==> src/rtl/pwr_mode_pkg.sv <==
package pwr_mode_pkg;

  typedef enum logic [1:0] {
    PM_RUN   = 2'd0,
    PM_IDLE  = 2'd1,
    PM_SLEEP = 2'd2,
    PM_EXIT  = 2'd3
  } pm_state_e;

  // Width able to hold the value v (at least one bit).
  function automatic int unsigned cnt_bits(input int unsigned v);
    return (v < 2) ? 1 : $clog2(v + 1);
  endfunction

endpackage

==> src/rtl/pms_downcnt.sv <==
// Reloads while run_i is low; counts down to zero while run_i is high.
module pms_downcnt #(
  parameter int unsigned LOAD_VAL = 4
) (
  input  logic clk,
  input  logic rst_n,
  input  logic run_i,
  output logic done_o
);
  localparam int unsigned W = pwr_mode_pkg::cnt_bits(LOAD_VAL);
  localparam logic [W-1:0] LOAD_W = W'(LOAD_VAL);

  logic [W-1:0] cnt_q, cnt_d;
  logic         cnt_en;

  always_comb begin
    cnt_en = 1'b0;
    cnt_d  = cnt_q;
    if (!run_i) begin
      cnt_en = (cnt_q != LOAD_W);
      cnt_d  = LOAD_W;
    end else if (cnt_q != '0) begin
      cnt_en = 1'b1;
      cnt_d  = cnt_q - 1'b1;
    end
  end

  always_ff @(posedge clk or negedge rst_n) begin
    if (!rst_n)      cnt_q <= LOAD_W;
    else if (cnt_en) cnt_q <= cnt_d;
  end

  assign done_o = run_i && (cnt_q == '0);
endmodule

==> src/rtl/pms_wake_eval.sv <==
module pms_wake_eval #(
  parameter int unsigned N_IRQ = 4
) (
  input  logic [N_IRQ-1:0] irq_flag_i,
  input  logic [N_IRQ-1:0] irq_en_i,
  input  logic             wdt_timeout_i,
  output logic             irq_hit_o,
  output logic             wake_o
);
  logic [N_IRQ-1:0] hit;

  for (genvar g = 0; g < N_IRQ; g++) begin : g_line
    assign hit[g] = irq_flag_i[g] & irq_en_i[g];
  end

  assign irq_hit_o = |hit;
  assign wake_o    = irq_hit_o | wdt_timeout_i;
endmodule

==> src/rtl/pwr_mode_seq.sv <==
module pwr_mode_seq #(
  parameter int unsigned N_IRQ    = 4,
  parameter int unsigned FREQ_W   = 3,
  parameter int unsigned PRI_CYC  = 16,
  parameter int unsigned STAB_CYC = 8,
  parameter int unsigned EXIT_DLY = 4
) (
  input  logic              clk,
  input  logic              rst_n,
  input  logic              sleep_i,
  input  logic              idle_en_i,
  input  logic [1:0]        clk_sel_i,
  input  logic [FREQ_W-1:0] osc_freq_i,
  input  logic              int_src_i,
  input  logic [N_IRQ-1:0]  irq_flag_i,
  input  logic [N_IRQ-1:0]  irq_en_i,
  input  logic              gie_i,
  input  logic              wdt_timeout_i,
  output logic              cpu_clk_en_o,
  output logic              periph_clk_en_o,
  output logic              pri_osc_en_o,
  output logic              pri_ready_o,
  output logic              int_ready_o,
  output logic              resume_o,
  output logic              branch_vec_o
);
  import pwr_mode_pkg::*;

  localparam int unsigned EXIT_LOAD = (EXIT_DLY > 0) ? EXIT_DLY - 1 : 0;

  pm_state_e state_q, state_d;
  logic      vec_q, vec_d;
  logic      resume_q, resume_d;
  logic      branch_q, branch_d;
  logic      irq_hit, wake;
  logic      exit_done;
  logic      int_osc_on;
  logic      in_exit;

  // Wake condition
  pms_wake_eval #(.N_IRQ(N_IRQ)) u_wake (
    .irq_flag_i   (irq_flag_i),
    .irq_en_i     (irq_en_i),
    .wdt_timeout_i(wdt_timeout_i),
    .irq_hit_o    (irq_hit),
    .wake_o       (wake)
  );

  // Oscillator handshakes and exit delay, one down-counter each
  assign pri_osc_en_o = (state_q == PM_RUN) && !clk_sel_i[1];
  assign int_osc_on   = ((|osc_freq_i) || int_src_i) && (state_q != PM_SLEEP);
  assign in_exit      = (state_q == PM_EXIT);

  pms_downcnt #(.LOAD_VAL(PRI_CYC)) u_pri_cnt (
    .clk(clk), .rst_n(rst_n), .run_i(pri_osc_en_o), .done_o(pri_ready_o)
  );

  pms_downcnt #(.LOAD_VAL(STAB_CYC)) u_int_cnt (
    .clk(clk), .rst_n(rst_n), .run_i(int_osc_on), .done_o(int_ready_o)
  );

  pms_downcnt #(.LOAD_VAL(EXIT_LOAD)) u_exit_cnt (
    .clk(clk), .rst_n(rst_n), .run_i(in_exit), .done_o(exit_done)
  );

  // Next-state logic
  always_comb begin
    state_d  = state_q;
    vec_d    = vec_q;
    resume_d = 1'b0;
    branch_d = 1'b0;
    unique case (state_q)
      PM_RUN: begin
        if (sleep_i) begin
          if (!idle_en_i)        state_d = PM_SLEEP;
          else if (clk_sel_i[1]) state_d = PM_IDLE;
        end
      end
      PM_IDLE, PM_SLEEP: begin
        if (wake) begin
          state_d = PM_EXIT;
          vec_d   = irq_hit && gie_i;
        end
      end
      PM_EXIT: begin
        if (exit_done) begin
          state_d  = PM_RUN;
          resume_d = 1'b1;
          branch_d = vec_q;
        end
      end
      default: state_d = PM_RUN;
    endcase
  end

  // Registers
  always_ff @(posedge clk or negedge rst_n) begin
    if (!rst_n) begin
      state_q  <= PM_RUN;
      vec_q    <= 1'b0;
      resume_q <= 1'b0;
      branch_q <= 1'b0;
    end else begin
      state_q  <= state_d;
      vec_q    <= vec_d;
      resume_q <= resume_d;
      branch_q <= branch_d;
    end
  end

  assign cpu_clk_en_o    = (state_q == PM_RUN);
  assign periph_clk_en_o = (state_q != PM_SLEEP);
  assign resume_o        = resume_q;
  assign branch_vec_o    = branch_q;
endmodule

==> config.mk <==
export PLATFORM = sky130hd
export DESIGN_NAME = pwr_mode_seq
export DESIGN_NICKNAME = d
export VERILOG_FILES = /design/src/rtl/pwr_mode_pkg.sv /design/src/rtl/pms_downcnt.sv /design/src/rtl/pms_wake_eval.sv /design/src/rtl/pwr_mode_seq.sv
export SDC_FILE = /design/constraint.sdc
export NUM_CORES = 1
export LEC_CHECK = 0
export ABC_CLOCK_PERIOD_IN_PS = 1880
export BUFFER_PORTS_ARGS = -buffer_cell sky130_fd_sc_hd__buf_2
export CORE_MARGIN = 2
export CORE_UTILIZATION = 51
export CTS_CLUSTER_SIZE = 30
export DETAILED_ROUTE_END_ITERATION = 6
export HOLD_SLACK_MARGIN = 0.03
export PLACE_DENSITY = 0.84
export SYNTH_ARGS = -nofsm -noshare
export SYNTH_HDL_FRONTEND = slang
export SYNTH_HIERARCHICAL = 1
export SYNTH_SLANG_ARGS = --single-unit
==> constraint.sdc <==
create_clock -name clk -period 1.88 [get_ports clk]
set_clock_uncertainty 0.05 [all_clocks]
set_input_delay 0.188 -clock clk [delete_from_list [all_inputs] [get_ports clk]]
set_output_delay 0.188 -clock clk [all_outputs]
set_load 0.01 [all_outputs]
== Word level (Yosys, flattened, before mapping) ==
Index checks and enable logic that the tools add are counted.
Word-level totals
  input bits: 20
  register bits after elaboration: 16
  word-level logic and storage cells: 74
  output and inout bits: 7
Operators by class
  reduce and logical (&&, ||, !) cells: 23
  add/sub/neg operators: 3
  multiplexer cells: 22
  equality and inequality tests: 14
  bitwise gates (word level): 5
Operator list (number)
  two-way mux 2 bit: 7
  inequality test 2 bit, second input constant: 7
  two-way mux 1 bit: 10
  two-way mux 5 bit: 2
  two-way mux 4 bit: 2
  AND reduction 2 bit: 4
  logical AND 1 bit: 6
  case mux 2 bit (3 select lines): 1
  logical NOT 5 bit: 1
  inequality test 5 bit, second input constant: 1
  nonzero test 5 bit: 1
  subtractor 5 x 1 -> 5 bit, second input constant: 1
  AND 1 bit: 4
  equality test 2 bit, second input constant: 2
  logical NOT 2 bit: 2
  logical NOT 4 bit: 1
  inequality test 4 bit, second input constant: 1
  AND reduction 4 bit: 1
  nonzero test 4 bit: 1
  OR reduction 4 bit: 1
  subtractor 4 x 1 -> 4 bit, second input constant: 1
  inequality test 3 bit, second input constant: 1
  OR reduction 3 bit: 1
  equality test 2 x 1 -> 1 bit, second input constant: 1
  7 further kinds: 7

== Depth between registers and ports, before layout ==
  depth in word-level cells: 5
  gate-level depth with buffers: 7

== By module ==
Netlist, hierarchy kept.
Modules (own cells, without submodules)
  pwr_mode_seq: instances 1, area each 322.8 µm², cells each 33
  pms_downcnt at u_pri_cnt: instances 1, area each 262.8 µm², cells each 26
  pms_downcnt at u_int_cnt: instances 1, area each 229.0 µm², cells each 22
  pms_downcnt at u_exit_cnt: instances 1, area each 151.4 µm², cells each 11
  pms_wake_eval: instances 1, area each 26.3 µm², cells each 4

== Worst setup path before layout ==
Ideal clock, no wire load.
  kind: reg2out
  start point: register state_q[0]
  end point: output pri_ready_o
  arrival time: 1513 ps
  required time: 1642 ps
  slack: 129 ps
  cell stages (with the launch flop): 6
  cell sequence: dfrtp_1 -> inv_1 -> ha_1 -> nand2b_1 -> inv_1 -> nor4b_1
On the way
  longest elaborated chain between the ends: 3
Ends and longest elaborated chain
  start: declaration: line pwr_mode_seq.sv:31  | pm_state_e state_q, state_d;
  start signal: assignment: line pwr_mode_seq.sv:104  | state_q <= state_d;
  logical NOT 2 bit
  via cpu_clk_en_o: line pwr_mode_seq.sv:19  | output logic cpu_clk_en_o,
  logical AND 1 bit: line pwr_mode_seq.sv:50  | assign pri_osc_en_o = (state_q == PM_RUN) && !clk_sel_i[1];
  via pri_osc_en_o: line pwr_mode_seq.sv:21  | output logic pri_osc_en_o,
  logical AND 1 bit: line pms_downcnt.sv:33  | assign done_o = run_i && (cnt_q == '0);
  end: declaration: line pwr_mode_seq.sv:22  | output logic pri_ready_o,
The timed path passes the listed nets, and every way through them passes these cells.

== Worst setup path in the final report ==
  start point: register state_q[1]
  end point: output int_ready_o
On the way
  longest elaborated chain between the ends: 3
Ends and longest elaborated chain
  inequality test 2 bit: line pwr_mode_seq.sv:51  | assign int_osc_on = ((|osc_freq_i) || int_src_i) && (state_q != PM_SLEEP);
  logical AND 1 bit: line pwr_mode_seq.sv:51
  via int_osc_on: line pwr_mode_seq.sv:37  | logic int_osc_on;
  logical AND 1 bit: line pms_downcnt.sv:33
  end: declaration: line pwr_mode_seq.sv:23  | output logic int_ready_o,
The timed path passes the listed nets, and every way through them passes these cells.

==> impl_metrics.py <==
metrics = {
    "cells_and_area": {
        "drive_gt1_share_pct": 42.6,
        "final_area_mm2": 0.00126,
        "fill_cells": 128,
        "diodes": 0,
        "nNetsFinal": 157,
        "finish.utilization_pct": 70.5,
        "area_delta_synth_final_pct": 26.7,
    },
    "routing": {
        "viasPerCell": 5.53,
        "dr_wl_met3_um": 108,
        "via_count": 851,
        "top_layer": "met4",
        "route.met2.wl_um": 966,
        "drt-initial-drc-count": 13,
        "wl_per_cell_um": 12.7,
        "m1WireLength_um": 862,
        "route.detailed.drc": 0,
        "ant_nets": 0,
        "totalWireLength_um": 1960,
        "dr.pass1.iters": 4,
    },
    "synth": {
        "yosysSeqAreaShare_pct": 40.9,
        "synth.avg_cell_area_um2": 10.3,
        "synth_ff_type": "dfrtp_1",
        "syn_inst": 96,
        "synthTopCellsByArea": "dfrtp_1 30%, dfstp_2 11%, ha_1 8.8%",
        "ys_warn_count": 6,
        "synthesis.nets": 123,
        "synth_top_cell_by_area": "dfrtp_1",
        "synth_edf_count": 0,
        "ys_ff_latch": 16,
        "ys_types": 42,
        "synthArstFlopShare_pct": 100,
        "synth_area_um2": 992,
        "yosysTopAreaCellShare_pct": 30.3,
    },
    "run_status": {
        "status": "completed",
    },
    "floorplanning": {
        "pin_count": 27,
        "core_area_mm2": 0.00178,
        "dieHeight_um": 48.1,
        "die_w_um": 48.1,
        "dieArea_mm2": 0.00231,
        "start_util_pct": 55.6,
        "rows": 15,
    },
    "global_route": {
        "grt_usage_pct": 19.4,
        "grt_pass1_wl_um": 3040,
        "overflow": 0,
        "grt_pass1_vias": 748,
        "grt_antenna_before_repair": 0,
        "grt_max_degree": 17,
    },
    "setup_path": {
        "path_class": "register to output port",
        "arrival_ns": 1.52,
        "path_cells": "ha_1, nor2_2, nor4bb_2, buf_2",
        "critical_path_required_ns": 1.64,
        "start_kind": "register",
        "endpoint_kind": "output port",
        "crit_slowest_cell": "dfrtp_1",
        "crit_fanout": 4,
        "critPathMaxStageDelay_ns": 0.43,
    },
    "clocking": {
        "clock_path_buffers": 2,
        "clkTransAtPathRegs_ns": 0.10,
        "cts_sinks": 16,
        "htree_levels": 1,
        "cts_tree": "yes",
        "clkLatencyLatePin_ns": 0.28,
        "root_buffer": "clkbuf_4",
        "cts_made_buffers": 3,
    },
    "timing": {
        "tightestPinTransition_ns": 0.355,
        "timing.hold.ws_ns": 0.0818,
        "slew_violations": 0,
        "relSlewSlack_pct": 76.3,
        "period_share_pct": 93.7,
        "hold_viol": 0,
        "setup_viol": 0,
        "max_freq_mhz": 568,
        "fin_crit_ns": 1.76,
    },
    "power": {
        "p_sw_uw": 784,
        "p_per_area_mw_per_mm2": 1580,
        "p_seq_share_pct": 31.7,
        "ir_drop_uv": 868,
        "power.leakage_uw": 0.000598,
        "clock_power_share_pct": 11.2,
        "intPower_uw": 1210,
        "power.total_uw": 1990,
        "comb_power_share_pct": 57.1,
        "p_sw_share_pct": 39.4,
    },
    "placed_design": {
        "gp_congestion": 0.766,
        "dpl_cell_area_mm2": 0.00115,
        "io_buffers": 25,
        "dpl.hpwl_um": 1520,
    },
    "worst_hold_path": {
        "hp-class": "input pin to register",
    },
    "flow_run": {
        "cap_violations": 0,
    },
}
==> cells by family after synthesis <==
kind of cell,share of synthesized area (%)
mux,4.79
buf+inv,4.16
compound gates,14.3
simple gates,25.3
fa+ha+maj,8.83
xor+xnor,1.77
flops,40.9
==> per-layer routing <==
layer,global-route usage (%),up-vias
met2,33.3,28
met5,0,-
li1,-,411
met1,22.5,410
met4,8.11,0
met3,5.56,2
==> worst max-delay path, delay by kind of cell, from the launching register on <==
family	cells	cell delay, ns
flip-flops	1	0.43
buffers and inverters	1	0.17
AND/OR/NAND/NOR	2	0.40
adder cells (fa/ha/maj)	1	0.23
==> final timing paths <==
check / startpoint / endpoint / slack [ns] / cells after the start
min in group asynchronous: rst_n / u_int_cnt/cnt_q[1] / 0.29 / 2
max in group asynchronous: rst_n / u_exit_cnt/cnt_q[0] / 1.19 / 2
worst min register to register: u_exit_cnt/cnt_q[1] / u_exit_cnt/cnt_q[1] / 0.46 / 2
worst max-delay path: state_q[1] / int_ready_o / 0.12 / 4
worst max register to register: state_q[1] / u_pri_cnt/cnt_q[0] / 0.14 / 8
worst min-delay path: gie_i / vec_q / 0.08 / 3
==> metrics by stage <==
stage               worst slack (ns)  instances  TNS (ns)
global placement               0.145        146         0
CTS                           0.0208        152         0
global route                -0.00472        154  -0.00472
detailed placement            0.0673        146         0
finish                         0.118        154         0
floorplan                      0.129         96         0
==> cell usage after synthesis (2+ instances only) <==
cell	instances
dfrtp_1	12
inv_1	11
ha_1	7
nand2_1	6
nand2b_1	5
dfstp_2	4
nand3b_1	4
o21ai_0	4
nor2_1	3
a21oi_1	2
a22oi_1	2
and2_1	2
and2_2	2
nor3_1	2
o32ai_1	2
xnor2_1	2
==> placed cells by master (no fill, tap or decap), drive strengths merged, types with 3 or more instances in the layout <==
cell type	instances
a22oi	3
and2	4
buf	28
clkbuf	4
dfrtp	12
dfstp	4
ha	7
inv	11
nand2	6
nand2b	7
nand3b	4
nor2	3
o21ai	5
==> power by group through the flow <==
stage	Sequential [uW]	Clock (uW)	Combinational, uW
after global routing	646	252	1240
after detailed placement	629	0	1020
final	630	224	1140
after floorplan	592	0	810
after global placement	616	0	946
after CTS	629	230	1080
==> what timing repair did <==
action,in CTS,in global routing
endpoints found under the setup margin,2,2
hold buffers,1,0
gates resized for setup,5,4
buffers inserted,1,2
hold endpoints to repair,12,0
==> area by class of cell <==
cell class                      instances  area, um2  share of cell area (%)
Multi-Input combinational cell         69        586                    46.6
Sequential cell                        16        405                    32.2
Timing Repair Buffer                   29        158                    12.5
Inverter                               11       41.3                    3.28
Clock buffer                            4       36.3                    2.89
Tap cell                               25       31.3                    2.49
==> flip-flops by register name, summed over array words and instances (netlist names) <==
name              cells
vec_q                 1
u_exit_cnt/cnt_q      2
branch_vec_o          1
u_pri_cnt/cnt_q       5
state_q               2
u_int_cnt/cnt_q       4
resume_o              1
Power figures use the tool's default switching activity.
